--- config.mk ---
export PLATFORM = sky130hd
export DESIGN_NAME = sbu_core
export DESIGN_NICKNAME = d
export VERILOG_FILES = /design/src/rtl/sbu_pkg.sv /design/src/rtl/sbu_shift.sv /design/src/rtl/sbu_bitop.sv /design/src/rtl/sbu_cost.sv /design/src/rtl/sbu_core.sv
export SDC_FILE = /design/constraint.sdc
export NUM_CORES = 1
export LEC_CHECK = 0
export BUFFER_PORTS_ARGS = -buffer_cell sky130_fd_sc_hd__buf_2
export CAP_MARGIN = 20
export CORE_ASPECT_RATIO = 1.4
export CORE_MARGIN = 2
export CORE_UTILIZATION = 35
export DETAILED_ROUTE_END_ITERATION = 16
export PLACE_DENSITY = 0.7
export SETUP_SLACK_MARGIN = 0.1
export SLEW_MARGIN = 20
export SYNTH_ARGS = -nofsm -noshare
export SYNTH_HDL_FRONTEND = slang
export SYNTH_SLANG_ARGS = --single-unit
--- constraint.sdc ---
create_clock -name clk -period 5.4 [get_ports clk]
set_input_delay 1.62 -clock clk [delete_from_list [all_inputs] [get_ports clk]]
set_output_delay 1.62 -clock clk [all_outputs]
set_load 0.01 [all_outputs]
--- src/rtl/sbu_pkg.sv ---
package sbu_pkg;

    localparam int DATA_W  = 8;
    localparam int FLAG_W  = 4;
    localparam int CYC_W   = 3;
    localparam int SEL_W   = 3;
    localparam int GRP_W   = 2;
    localparam int IDX_W   = $clog2(DATA_W);

    // flag bit positions inside the flag nibble
    localparam int FZ = 3;
    localparam int FN = 2;
    localparam int FH = 1;
    localparam int FC = 0;

    // cost rule
    localparam int MEM_SRC = 6;
    localparam int REG_CYC = 2;
    localparam int MEM_CYC = 4;

    typedef enum logic [GRP_W-1:0] {
        GRP_SHIFT = 2'd0,
        GRP_TEST  = 2'd1,
        GRP_CLR   = 2'd2,
        GRP_SET   = 2'd3
    } grp_e;

    typedef enum logic [SEL_W-1:0] {
        SH_ROL_C  = 3'd0,
        SH_ROR_C  = 3'd1,
        SH_ROL_T  = 3'd2,
        SH_ROR_T  = 3'd3,
        SH_SHL_A  = 3'd4,
        SH_SHR_A  = 3'd5,
        SH_NSWAP  = 3'd6,
        SH_SHR_L  = 3'd7
    } shop_e;

    typedef struct packed {
        logic [DATA_W-1:0] data;
        logic [FLAG_W-1:0] flags;
        logic [CYC_W-1:0]  cyc;
    } out_s;

endpackage

--- src/rtl/sbu_shift.sv ---
module sbu_shift
    import sbu_pkg::*;
#(
    parameter int W = DATA_W
) (
    input  shop_e          op,
    input  logic [W-1:0]   a,
    input  logic           cin,
    output logic [W-1:0]   y,
    output logic           cout
);
    localparam int HALF = W / 2;

    always_comb begin
        y    = a;
        cout = 1'b0;
        case (op)
            SH_ROL_C: begin
                y    = {a[W-2:0], a[W-1]};
                cout = a[W-1];
            end
            SH_ROR_C: begin
                y    = {a[0], a[W-1:1]};
                cout = a[0];
            end
            SH_ROL_T: begin
                y    = {a[W-2:0], cin};
                cout = a[W-1];
            end
            SH_ROR_T: begin
                y    = {cin, a[W-1:1]};
                cout = a[0];
            end
            SH_SHL_A: begin
                y    = {a[W-2:0], 1'b0};
                cout = a[W-1];
            end
            SH_SHR_A: begin
                y    = {a[W-1], a[W-1:1]};
                cout = a[0];
            end
            SH_NSWAP: begin
                y    = {a[HALF-1:0], a[W-1:HALF]};
                cout = 1'b0;
            end
            SH_SHR_L: begin
                y    = {1'b0, a[W-1:1]};
                cout = a[0];
            end
            default: begin
                y    = a;
                cout = 1'b0;
            end
        endcase
    end

endmodule

--- src/rtl/sbu_bitop.sv ---
module sbu_bitop
    import sbu_pkg::*;
#(
    parameter int W  = DATA_W,
    parameter int IW = IDX_W
) (
    input  grp_e           kind,
    input  logic [IW-1:0]  idx,
    input  logic [W-1:0]   a,
    output logic [W-1:0]   y,
    output logic           picked
);
    logic [W-1:0] hot;

    // one decoder slice per bit position
    for (genvar i = 0; i < W; i++) begin : g_dec
        assign hot[i] = (idx == IW'(i));
    end

    always_comb begin
        case (kind)
            GRP_CLR: y = a & ~hot;
            GRP_SET: y = a | hot;
            default: y = a;
        endcase
        picked = |(a & hot);
    end

endmodule

--- src/rtl/sbu_cost.sv ---
module sbu_cost
    import sbu_pkg::*;
#(
    parameter int SW      = SEL_W,
    parameter int CW      = CYC_W,
    parameter int MEM_SEL = MEM_SRC,
    parameter int R_CYC   = REG_CYC,
    parameter int M_CYC   = MEM_CYC
) (
    input  logic [SW-1:0] src,
    output logic [CW-1:0] cyc
);
    always_comb begin
        if (src == SW'(MEM_SEL)) cyc = CW'(M_CYC);
        else                     cyc = CW'(R_CYC);
    end

endmodule

--- src/rtl/sbu_core.sv ---
module sbu_core
    import sbu_pkg::*;
(
    input  logic              clk,
    input  logic              rst_n,
    input  logic [7:0]        operand_i,
    input  logic [3:0]        flags_i,
    input  logic [1:0]        group_i,
    input  logic [2:0]        sel_i,
    input  logic [2:0]        src_i,
    output logic [7:0]        result_o,
    output logic [3:0]        flags_o,
    output logic [2:0]        mcycles_o
);
    grp_e              grp;
    logic [DATA_W-1:0] sh_y;
    logic              sh_c;
    logic [DATA_W-1:0] bo_y;
    logic              bo_bit;
    logic [CYC_W-1:0]  cost;
    out_s              out_d, out_q;

    assign grp = grp_e'(group_i);

    sbu_shift #(.W(DATA_W)) u_shift (
        .op   (shop_e'(sel_i)),
        .a    (operand_i),
        .cin  (flags_i[FC]),
        .y    (sh_y),
        .cout (sh_c)
    );

    sbu_bitop #(.W(DATA_W), .IW(IDX_W)) u_bitop (
        .kind   (grp),
        .idx    (sel_i[IDX_W-1:0]),
        .a      (operand_i),
        .y      (bo_y),
        .picked (bo_bit)
    );

    sbu_cost #(.SW(SEL_W), .CW(CYC_W)) u_cost (
        .src (src_i),
        .cyc (cost)
    );

    always_comb begin
        out_d       = '0;
        out_d.cyc   = cost;
        out_d.flags = flags_i;
        case (grp)
            GRP_SHIFT: begin
                out_d.data      = sh_y;
                out_d.flags[FZ] = (sh_y == '0);
                out_d.flags[FN] = 1'b0;
                out_d.flags[FH] = 1'b0;
                out_d.flags[FC] = sh_c;
            end
            GRP_TEST: begin
                out_d.data      = operand_i;
                out_d.flags[FZ] = ~bo_bit;
                out_d.flags[FN] = 1'b0;
                out_d.flags[FH] = 1'b1;
            end
            default: begin
                out_d.data = bo_y;
            end
        endcase
    end

    always_ff @(posedge clk) begin
        if (!rst_n) out_q <= '0;
        else        out_q <= out_d;
    end

    assign result_o  = out_q.data;
    assign flags_o   = out_q.flags;
    assign mcycles_o = out_q.cyc;

endmodule

**Yosys cells after proc, flatten, opt, wreduce, memory -nomap -nowiden**

Cells that the tools add are included.
Widths: inputs -> output; s select.

- Equal/unequal tests: 11
- Muxes and demuxes: 7
- Bitwise gates (word level): 5
- Reduce and logical (&&, ||, !) cells: 6

Operators with widths:

| kind | count |
|---|---|
| $pmux 8 s8 | 1 |
| $pmux 8 s2 | 2 |
| $and 8x8->8 | 2 |
| $eq 3x3->1 const B | 5 |
| $logic_not 8->1 | 1 |
| $not 8->8 | 1 |
| $or 8x8->8 | 1 |
| $reduce_or 8->1 | 1 |
| $eq 3x2->1 const B | 2 |
| $pmux 3 s2 | 1 |
| $eq 2x2->1 const B | 2 |
| $reduce_or 4->1 | 1 |
| $eq 3x1->1 const B | 1 |
| $logic_not 3->1 | 1 |
| $mux 3 | 1 |
| $pmux 1 s3 | 1 |
| $reduce_or 3->1 | 1 |
| $eq 2x1->1 const B | 1 |
| $logic_not 2->1 | 1 |
| $mux 1 | 1 |
| $not 1->1 | 1 |

- Register bits after elaboration: 15
- Output and inout port bits: 15
- Word-level logic and storage cells: 32

**Longest topological paths before layout**

- Word-level depth: 5
- Depth in mapped cells: 7
- Mapped depth without buffers: 5

**Modules after synthesis**

From an unflattened synthesis, not the netlist that was laid out.

- Cell total of the unflattened synthesis: 126
- Area, all modules: 1153.6 um2

By module, submodules not included:

| module | times used | cells each | area each (um2) |
|---|---|---|---|
| sbu_core | 1 | 67 | 653.1 |
| sbu_bitop | 1 | 22 | 250.2 |
| sbu_shift | 1 | 33 | 222.7 |
| sbu_cost | 1 | 4 | 27.5 |

**Least setup slack after synthesis**

No wires, ideal clock.

- Path kind: input port to flip-flop
- Start: in sel_i[2]
- End: reg out_q, in the netlist result_o[1]
- Setup time: 115 ps
- Arrival time: 2781 ps
- Data required time: 5285 ps
- Path slack: 2504 ps
- Cell stages on the path: 6
- Cell sequence: buf_2 -> nor3b_1 -> mux2_2 -> a22oi_1 -> o21ai_0 -> and2_1

- Word-level cells in the longest chain between the ends: 5
- Elaborated cells between the ends (all ways): 14
- Those cells by class: 7 x eq/ne; 3 x mux; 3 x bitwise; 1 x reduce/logical

RTL lines:

| element | line | text |
|---|---|---|
| from (decl) | sbu_core.sv:9 | `input logic [2:0] sel_i,` |
| $eq 3x1->1 | sbu_shift.sv:17, sbu_bitop.sv:17 |  |
| $not 8->8 | sbu_bitop.sv:22 | `GRP_CLR: y = a & ~hot;` |
| $and 8x8->8 | sbu_bitop.sv:22 |  |
| $pmux 8 s2 | sbu_bitop.sv:21 | `case (kind)` |
| $pmux 8 s2 (*) | sbu_core.sv:50 | `case (grp)` |
| to (signal assigned) | sbu_core.sv:72 | `else out_q <= out_d;` |
| to (decl) | sbu_core.sv:21 | `out_s out_d, out_q;` |

Mark *: on every way between the ends. The rest lies on a longest branch, timed or not.
A chain may end at the register's enable or synchronous reset.

**Worst setup path in the final report**

- Start: in sel_i[0]
- End: reg out_q, in the netlist result_o[1]

The elaborated chain is that of the path after synthesis.

==> qor.yml <==
core_um2: 2910
crit_type: "input pin to flip-flop"
drt-pass1-iter-count: 4
status: "finished clean"
syn_nets: 146
routedWlPerCell_um: 13.1
num_vias: 998
tns_ps: 0
cts_tree: "yes"
static-leakage-power_nw: 0.561
cts_setup_buffers: 0
cts.sinks: 14
grt_pass1_vias: 997
nFillCells: 300
die_w_um: 50.9
multiInputGateArea_um2: 724
finalSetupViolCount: 0
finalCritPeriodShare: 0.560
cts.clk_slew.worst_paths_ps: 50
switchingPower_mw: 0.0707
cts-buffers-inserted: 3
drive_gt1_frac: 0.285
htreeDepth: 1
routabilityCongestion: 0.804
dieArea_um2: 3540
yosysWarnings: 0
start_util: 0.370
num_io_pins: 37
crit_chain: "buf_2 -> nor3b_1 -> mux2_2 -> a22oi_1 -> o21ai_0 -> and2_1"
die_h_um: 69.6
vdd_drop_max_mv: 0.105
route.detailed.drc: 0
pwr_density_cell_nw_per_um2: 207
total_power_mw: 0.264
synth_edf_count: 0
wl_um: 2460
cts_resized: 0
gr-usage-all-layers: 0.140
period_minus_slack_ps: 3030
rows: 23
antenna_left: 0
cp_slowest_stage_delay_ps: 390
synth_cells: 124
antenna_found_initial: 0
ys_types: 36
async_reset_ff_frac: 0
internal_power_mw: 0.193
combPwrFrac: 0.285
portBuffers: 35
switching_share: 0.268
ff_latch_area_um2: 280
syn_to_final_growth_pct: 18.5
yosys-top-cells-count: "dfxtp_1 (14), mux2_1 (13), a22oi_1 (8)"
clkPwrFrac: 0.290
hp-class: "input pin to flip-flop"
synth_area_um2: 1080
cp_max_fo: 25
maxCapViolCount: 0
postCtsHoldBufs: 0
ys_top_cells_by_area: "dfxtp_1 (26%), mux2_1 (14%), mux2i_1 (6.5%), a22oi_1 (5.6%), and2_1 (3.5%)"
ys_seq_elements: 14
critPathSlowestCell: "buf_2"
finish.net_count: 175
clockBufferDepth: 2
pwr-share-seq: 0.425
overflow: 0
netlist.area_leader.share: 0.260
worst_setup_path_end_kind: "flip-flop"
worstSetupStartpointType: "input pin"
rsz0062_at_grt: "no"
diodes: 0
viasPerCell: 5.31
synth_flop_cell: "dfxtp_1"
crit_arrival_ps: 3150
syn_avg_cell_area_um2: 8.68
synth_top_cell_by_area: "dfxtp_1"
ys_seq_area_frac: 0.260
clk_root_buffer_cell: "clkbuf_8"
first_iter_violations: 15
dp_hpwl_um: 1900
drv_slew: 0
grt_pass1_wl_um: 4080
yosysMostFrequentCell: "dfxtp_1"
final-hold-violation-count: 0
fmax_mhz: 331
cp.required_ps: 5530
grt_max_degree: 26
## placed cells by master (no fill, tap or decap), types with 2 or more instances in the layout
cell / n
mux2_1: 13
a21oi_1: 6
nor3b_1: 3
nand3_1: 3
nor2_1: 6
clkbuf_8: 3
inv_1: 2
mux2i_1: 7
nor2b_1: 4
a211oi_1: 3
nand2b_1: 5
o21ai_0: 4
and2_1: 6
and3_1: 3
nand3b_1: 4
dfxtp_1: 14
o21a_1: 2
buf_2: 35
nand2_1: 3
a22oi_1: 8
o21ai_1: 3
## kinds of logic after synthesis
logic type,synth area share
DFF,0.260
other,0.00349
AOI/OAI and AO/OA,0.186
muxes,0.247
and+or+nand+nor,0.237
buffers and inverters,0.0663
## final cells by class
type,instances,share of cell area
well taps,37,0.0363
inverters,2,0.00589
clock buffers,3,0.0324
repair buffers,35,0.137
multi-input cells,97,0.568
flip-flops and latches,14,0.220
## metrics by stage
stage / std cells / hold WS [ps] / setup slack, ps / utilization / area (um2)
after floorplan: 124 / 1740 / 2500 / - / 1080
after global placement: 185 / 1850 / 2190 / 0.424 / 1230
after detailed placement: 185 / 1880 / 2160 / 0.424 / 1230
after CTS: 188 / 1640 / 2400 / 0.439 / 1270
after global routing: 188 / 1640 / 2230 / 0.439 / 1270
final: 188 / 1640 / 2370 / 0.439 / 1270
## worst max-delay path, delay by kind of cell
| kind | cells | cell delay (ps) |
|---|---|---|
| and+or+nand+nor | 2 | 530 |
| buffers and inverters | 1 | 390 |
| muxes | 1 | 380 |
| AOI/OAI and AO/OA | 2 | 230 |
## path summary, 6_finish.rpt
| kind | depth (start not counted) | startpoint | end | slack, ps |
|---|---|---|---|---|
| max | 6 | sel_i[0] | result_o[1] | 2370 |
| min | 2 | flags_i[2] | flags_o[2] | 1640 |
## power groups by stage
stage	clock (mW)	sequential (mW)	combinational [mW]
after floorplan	0	0.119	0.0468
after global placement	0	0.114	0.0732
after detailed placement	0	0.114	0.0746
after CTS	0.0789	0.112	0.0751
after global routing	0.0839	0.113	0.0831
final	0.0766	0.112	0.0753
## flip-flops by register name (all words and copies together), names as in the netlist
name	flops
flags_o	4
mcycles_o	2
result_o	8
## layer usage
layer	global-route usage	wire length (um)	share of wire	vias up
met5	0	0	0	-
met4	0.0480	10	0.0041	0
met3	0.0108	163	0.066	2
met2	0.251	1230	0.50	40
met1	0.169	1050	0.43	451
li1	-	-	-	505
(Power assumes the default switching activity.)
